### config.mk
export PLATFORM = sky130hd
export DESIGN_NAME = adci_target
export DESIGN_NICKNAME = d
export VERILOG_FILES = /design/src/rtl/adci_pkg.sv /design/src/rtl/adci_edge.sv /design/src/rtl/adci_timer.sv /design/src/rtl/adci_shift.sv /design/src/rtl/adci_target.sv
export SDC_FILE = /design/constraint.sdc
export NUM_CORES = 1
export LEC_CHECK = 0
export CAP_MARGIN = 20
export CORE_ASPECT_RATIO = 0.6
export CORE_MARGIN = 2
export CORE_UTILIZATION = 35
export CTS_CLUSTER_SIZE = 30
export DETAILED_ROUTE_END_ITERATION = 7
export PLACE_DENSITY = 0.52
export SLEW_MARGIN = 20
export SYNTH_ARGS = -nofsm -noshare
export SYNTH_HDL_FRONTEND = slang
export SYNTH_SLANG_ARGS = --single-unit
### constraint.sdc
create_clock -name clk -period 4.24 [get_ports clk]
set_clock_uncertainty 0.15 [all_clocks]
set_input_delay 0.424 -clock clk [delete_from_list [all_inputs] [get_ports clk]]
set_output_delay 0.424 -clock clk [all_outputs]
set_load 0.005 [all_outputs]
### src/rtl/adci_pkg.sv
package adci_pkg;
    typedef enum logic [1:0] {
        ST_IDLE = 2'd0,
        ST_CONV = 2'd1,
        ST_READ = 2'd2
    } adci_state_e;
endpackage

### src/rtl/adci_edge.sv
// Registers a set of pins and reports which of them went from 0 to 1.
module adci_edge #(
    parameter int N = 3
) (
    input  logic         clk,
    input  logic         rst_n,
    input  logic [N-1:0] pin_i,
    output logic [N-1:0] rise_o
);
    logic [N-1:0] prev_d, prev_q;

    always_comb begin
        prev_d = pin_i;
    end

    always_ff @(posedge clk) begin
        if (!rst_n) prev_q <= '0;
        else        prev_q <= prev_d;
    end

    for (genvar i = 0; i < N; i++) begin : g_rise
        assign rise_o[i] = pin_i[i] & ~prev_q[i];
    end
endmodule

### src/rtl/adci_timer.sv
// Conversion timer: counts cycles while running, flags minimum time and end.
module adci_timer #(
    parameter int CONV_CYC = 20,
    parameter int MIN_CYC  = 12
) (
    input  logic clk,
    input  logic rst_n,
    input  logic start_i,
    input  logic run_i,
    output logic done_o,
    output logic late_o
);
    localparam int CW = $clog2(CONV_CYC);
    localparam logic [CW-1:0] LAST = CW'(CONV_CYC - 1);
    localparam logic [CW-1:0] MINV = CW'(MIN_CYC);

    logic [CW-1:0] cnt_d, cnt_q;

    always_comb begin
        cnt_d = cnt_q;
        if (start_i)                    cnt_d = '0;
        else if (run_i && cnt_q != LAST) cnt_d = cnt_q + 1'b1;
    end

    always_ff @(posedge clk) begin
        if (!rst_n) cnt_q <= '0;
        else        cnt_q <= cnt_d;
    end

    assign done_o = run_i && (cnt_q == LAST);
    assign late_o = cnt_q >= MINV;

    // the count never passes the last conversion cycle
    assert_cnt_range_R4: assert property (@(posedge clk) disable iff (!rst_n)
        cnt_q <= LAST);
    // a start always restarts counting from zero
    assert_start_zero_R3: assert property (@(posedge clk) disable iff (!rst_n)
        start_i |=> (cnt_q == '0));
endmodule

### src/rtl/adci_shift.sv
// Sample holder: parallel load, left shift, most significant bit out.
module adci_shift #(
    parameter int DATA_W = 16
) (
    input  logic              clk,
    input  logic              rst_n,
    input  logic              load_i,
    input  logic              shift_i,
    input  logic [DATA_W-1:0] din_i,
    output logic              msb_o
);
    logic [DATA_W-1:0] sh_d, sh_q;

    always_comb begin
        sh_d = sh_q;
        if (load_i)       sh_d = din_i;
        else if (shift_i) sh_d = {sh_q[DATA_W-2:0], 1'b0};
    end

    always_ff @(posedge clk) begin
        if (!rst_n) sh_q <= '0;
        else        sh_q <= sh_d;
    end

    assign msb_o = sh_q[DATA_W-1];

    // a load stores the parallel word unchanged
    assert_load_R5: assert property (@(posedge clk) disable iff (!rst_n)
        load_i |=> (sh_q == $past(din_i)));
endmodule

### src/rtl/adci_target.sv
module adci_target
    import adci_pkg::*;
#(
    parameter int DATA_W   = 16,
    parameter int CONV_CYC = 20,
    parameter int MIN_CYC  = 12
) (
    input  logic              clk,
    input  logic              rst_n,
    input  logic              cnv_i,
    input  logic              sdi_i,
    input  logic              sck_i,
    input  logic [DATA_W-1:0] sample_i,
    output logic              sdo_o,
    output logic              sdo_oe_o,
    output logic              viol_o
);
    localparam int BW = $clog2(DATA_W + 1);
    localparam logic [BW-1:0] BITS_END = BW'(DATA_W);

    typedef struct packed {
        adci_state_e   st;
        logic [BW-1:0] bits;
        logic          oe;
        logic          dat;
        logic          viol;
    } port_s;

    port_s r_d, r_q;

    logic [2:0] rise;
    logic       cnv_rise, sdi_rise, sck_fall;
    logic       t_start, t_done, t_late;
    logic       sh_load, sh_shift, sh_msb;

    // bit 2 watches the inverted serial clock so its rise is a falling edge
    adci_edge #(.N(3)) u_edge (
        .clk    (clk),
        .rst_n  (rst_n),
        .pin_i  ({~sck_i, sdi_i, cnv_i}),
        .rise_o (rise)
    );
    assign cnv_rise = rise[0];
    assign sdi_rise = rise[1];
    assign sck_fall = rise[2];

    adci_timer #(.CONV_CYC(CONV_CYC), .MIN_CYC(MIN_CYC)) u_timer (
        .clk     (clk),
        .rst_n   (rst_n),
        .start_i (t_start),
        .run_i   (r_q.st == ST_CONV),
        .done_o  (t_done),
        .late_o  (t_late)
    );

    adci_shift #(.DATA_W(DATA_W)) u_shift (
        .clk     (clk),
        .rst_n   (rst_n),
        .load_i  (sh_load),
        .shift_i (sh_shift),
        .din_i   (sample_i),
        .msb_o   (sh_msb)
    );

    always_comb begin
        r_d      = r_q;
        t_start  = 1'b0;
        sh_load  = 1'b0;
        sh_shift = 1'b0;
        case (r_q.st)
            ST_IDLE: begin
                if (cnv_rise && sdi_i) begin
                    r_d.st   = ST_CONV;
                    r_d.oe   = 1'b0;
                    r_d.viol = 1'b0;
                    t_start  = 1'b1;
                end else begin
                    r_d.oe  = !cnv_i && !sdi_i;
                    r_d.dat = 1'b0;
                end
            end
            ST_CONV: begin
                r_d.oe = 1'b0;
                if (sdi_rise && t_late) r_d.viol = 1'b1;
                if (t_done) begin
                    sh_load = 1'b1;
                    if (!sdi_i && !r_d.viol) begin
                        r_d.st   = ST_READ;
                        r_d.oe   = 1'b1;
                        r_d.dat  = 1'b0;
                        r_d.bits = '0;
                    end else begin
                        r_d.st = ST_IDLE;
                    end
                end
            end
            ST_READ: begin
                if (sdi_rise) begin
                    r_d.oe = 1'b0;
                    r_d.st = ST_IDLE;
                end else if (sck_fall) begin
                    if (r_q.bits == BITS_END) begin
                        r_d.oe = 1'b0;
                        r_d.st = ST_IDLE;
                    end else begin
                        r_d.dat  = sh_msb;
                        sh_shift = 1'b1;
                        r_d.bits = r_q.bits + 1'b1;
                    end
                end
            end
            default: r_d.st = ST_IDLE;
        endcase
    end

    always_ff @(posedge clk) begin
        if (!rst_n) begin
            r_q.st   <= ST_IDLE;
            r_q.bits <= '0;
            r_q.oe   <= 1'b0;
            r_q.dat  <= 1'b0;
            r_q.viol <= 1'b0;
        end else begin
            r_q <= r_d;
        end
    end

    assign sdo_o    = r_q.dat;
    assign sdo_oe_o = r_q.oe;
    assign viol_o   = r_q.viol;

    // reset state of the port outputs
    always_ff @(posedge clk) begin
        if (!rst_n) begin
            assert_reset_quiet_R1: assert (!r_d.oe || r_q.st == ST_IDLE);
        end
    end
    // a valid start puts the line in high impedance
    assert_start_hiz_R3: assert property (@(posedge clk) disable iff (!rst_n)
        (r_q.st == ST_IDLE && cnv_rise && sdi_i) |=> (!sdo_oe_o && r_q.st == ST_CONV));
    // busy indication is driven low after a clean completion
    assert_busy_low_R4: assert property (@(posedge clk) disable iff (!rst_n)
        (r_q.st == ST_CONV && t_done && !sdi_i && !r_q.viol && !sdi_rise) |=> (sdo_oe_o && !sdo_o));
    // seventeenth falling edge releases the line
    assert_release_end_R6: assert property (@(posedge clk) disable iff (!rst_n)
        (r_q.st == ST_READ && sck_fall && !sdi_rise && r_q.bits == BITS_END) |=> !sdo_oe_o);
    // select rising during readout releases the line
    assert_release_sdi_R7: assert property (@(posedge clk) disable iff (!rst_n)
        (r_q.st == ST_READ && sdi_rise) |=> !sdo_oe_o);
    // a flagged conversion never produces the busy indication
    assert_viol_nobusy_R9: assert property (@(posedge clk) disable iff (!rst_n)
        (r_q.st == ST_CONV && r_q.viol) |=> !sdo_oe_o);
    // bit counter stays within one word plus the release edge
    assert_bits_range_R5: assert property (@(posedge clk) disable iff (!rst_n)
        r_q.bits <= BITS_END);
endmodule

==> results_dict.tcl <==
set metrics [dict create \
    status "completed" \
    post_cts_resized 0 \
    cts_tree "yes" \
    core_sq_um 4660 \
    min_period_over_period_pct 51.3 \
    path_cells "inv_1 -> ha_1 -> nand2_2 -> or4_1 -> mux2i_1" \
    p_leak_nw 0.835 \
    placed_cell_area_sq_um 2000 \
    synth_flop_cell "dfxtp_1" \
    p_switching_mw 0.146 \
    nets 240 \
    final_layout_size_suffix_gt1_share_pct 7.55 \
    p_int_mw 0.483 \
    overflow 0 \
    critPathMaxFanout 32 \
    drt-pass1-iter-count 4 \
    wire_per_inst_microns 14.7 \
    cp-start-kind "flop" \
    rsz0062_at_grt "false" \
    fmax_mhz 459 \
    n_antenna_cell 0 \
    cts_root_buffer "clkbuf_8" \
    min_from "u_shift.sh_q[15]" \
    cts_buffers 5 \
    path_delay_family "simple AND/OR/NAND/NOR gates" \
    final_hold_viol_count 0 \
    clock_latency_ps 280 \
    first_iter_violations 53 \
    grt_max_degree 33 \
    synth-edff-count 0 \
    timing.rr.start "r_q[9]" \
    slew_viol_final 0 \
    ir_worst_vdd_uv 133 \
    vias 1434 \
    clkPwrFrac_pct 39.0 \
    clockBufferDepth 2 \
    combPwrFrac_pct 9.3 \
    slew_headroom_pct 62.9 \
    drv_cap 0 \
    die_area_sq_um 5560 \
    gp_congestion 0.802 \
    routed_wl_mm 4.03 \
    row_count 19 \
    arrival_ps 2240 \
    crit_start "r_q[9]" \
    swShare_pct 23.2 \
    grtUsageTotal_pct 16.0 \
    cts.reportedPaths.clkPinSlew_ps 70 \
    io_pins 24 \
    hold_class "reg2reg" \
    finalCriticalPeriod_ps 2180 \
    max_stage_delay_ps 540 \
    htreeDepth 2 \
    async_reset_ff_share_pct 0 \
    grt_pass1_vias 1359 \
    worst_slew_pin_slew_ps 555 \
    final_antenna_net_count 0 \
    dp_hpwl_mm 3.00 \
    crit_required_ps 4300 \
    port_buffers 23 \
    drcViolationCount 0 \
    ys_seq_area_share_pct 39.2 \
    power_mw 0.630 \
    ys_seq_elements 34 \
    synth.largest_area_cell "dfxtp_1" \
    synth_area_sq_um 1740 \
    seqPwrFrac_pct 51.6 \
    postCtsSetupBuffers 0 \
    synthTopCellsByArea "dfxtp_1 39%, mux2i_1 9.8%, a21oi_1 6.3%" \
    ctsHoldBuffers 0 \
    synth_cell_types 43 \
    start_util_pct 37.2 \
    synth.most_common_cell "dfxtp_1" \
    final_area_sq_um 2100 \
    worst-path-buf-inv 1 \
    critPathCaptureType "flop" \
    yosys_warnings 0 \
    via_per_inst 5.21 \
    die_y_microns 58.5 \
    crit_path_top_delay_cell "or4_1" \
    synth_commonest_cells "34 x dfxtp_1, 22 x a21oi_1, 17 x mux2i_1, 11 x o21ai_0" \
    power.density_nw_per_um2 300 \
    grt_pass1_wl_mm 6.77 \
    synth_nets 218 \
    yosysTopAreaCellShare_pct 39.2 \
    finalSetupViolCount 0 \
    antenna_found_initial 0 \
    cts.sinks 34 \
    fin_tns_setup_ps 0 \
    area_growth_pct 20.8 \
    die_w_microns 94.9 \
    setup.worst_path.class "reg2reg" \
    synth_cells 189 \
    avgSynthCellArea_sq_um 9.18 \
]
## power groups by stage
stage / combinational (mW) / sequential (mW) / clock (mW)
3_5_place_dp: 0.0585 / 0.332 / 0
4_1_cts: 0.0589 / 0.325 / 0.252
5_1_grt: 0.0640 / 0.325 / 0.273
2_1_floorplan: 0.0306 / 0.332 / 0
3_3_place_gp: 0.0571 / 0.332 / 0
6_report: 0.0588 / 0.325 / 0.246
## per-stage QoR
| step | util (%) | hold slack [ps] | setup slack, ps | std cells |
|---|---|---|---|---|
| 4_1_cts | 45.0 | 328 | 2070 | 275 |
| 6_report | 45.0 | 325 | 2060 | 275 |
| 3_3_place_gp | 43.0 | 307 | 1970 | 267 |
| 3_5_place_dp | 43.0 | 320 | 1870 | 267 |
| 5_1_grt | 45.0 | 354 | 1890 | 275 |
| 2_1_floorplan | - | 296 | 2600 | 189 |
## area by class of cell
type | count | area, sq um
Tap cell | 63 | 78.8
Fill cell | 483 | 2560
Clock inverter | 1 | 5.00
Clock buffer | 7 | 86.3
Timing Repair Buffer | 24 | 238
Multi-Input combinational cell | 136 | 970
Sequential cell | 34 | 681
Inverter | 10 | 37.5
## final timing paths
path | cells after the start | to | slack, ps
max | 5 | r_q[9] | 2060
min | 2 | sdo_o | 330
max reg2reg | 5 | r_q[9] | 2060
min reg2reg | 2 | sdo_o | 330
## placed cells by master (no fill, tap or decap), drive strengths merged, types with 7 or more instances in the layout
cell | Yosys | routed
dfxtp | 34 | 34
clkdlybuf4s50 | 0 | 23
a21oi | 22 | 22
o21ai | 19 | 19
mux2i | 17 | 17
inv | 10 | 10
nand2 | 10 | 10
nor2 | 9 | 9
nand3 | 9 | 9
ha | 8 | 8
clkbuf | 6 | 7
## worst register-to-register path, stage by stage, from the launching register on
cell	delay, ps
dfxtp_1	350
inv_1	90
ha_1	400
nand2_2	440
or4_1	540
mux2i_1	140
## state kept, by name (all words and copies together), names as in the netlist
name,flops
u_timer.cnt_q,5
u_edge.prev_q,3
u_shift.sh_q,16
viol_o,1
sdo_oe_o,1
sdo_o,1
r_q,7
## metal layers
layer | vias up | global-route usage [%] | routed length [microns]
li1 | 731 | - | -
met1 | 668 | 22.6 | 2090
met2 | 33 | 23.9 | 1720
met3 | 2 | 4.87 | 207
met4 | 0 | 3.73 | 15
met5 | - | 0 | 0
## logic make-up after synthesis
| kind of cell | after synthesis | share of synthesized area (%) |
|---|---|---|
| compound gates | 56 | 20.1 |
| fa+ha+maj | 8 | 5.77 |
| flops | 34 | 39.2 |
| mux | 17 | 9.81 |
| simple gates | 51 | 18.2 |
| buf+inv | 19 | 4.90 |
| xor+xnor | 4 | 2.02 |
No activity file was read; power rests on OpenSTA's default activity.
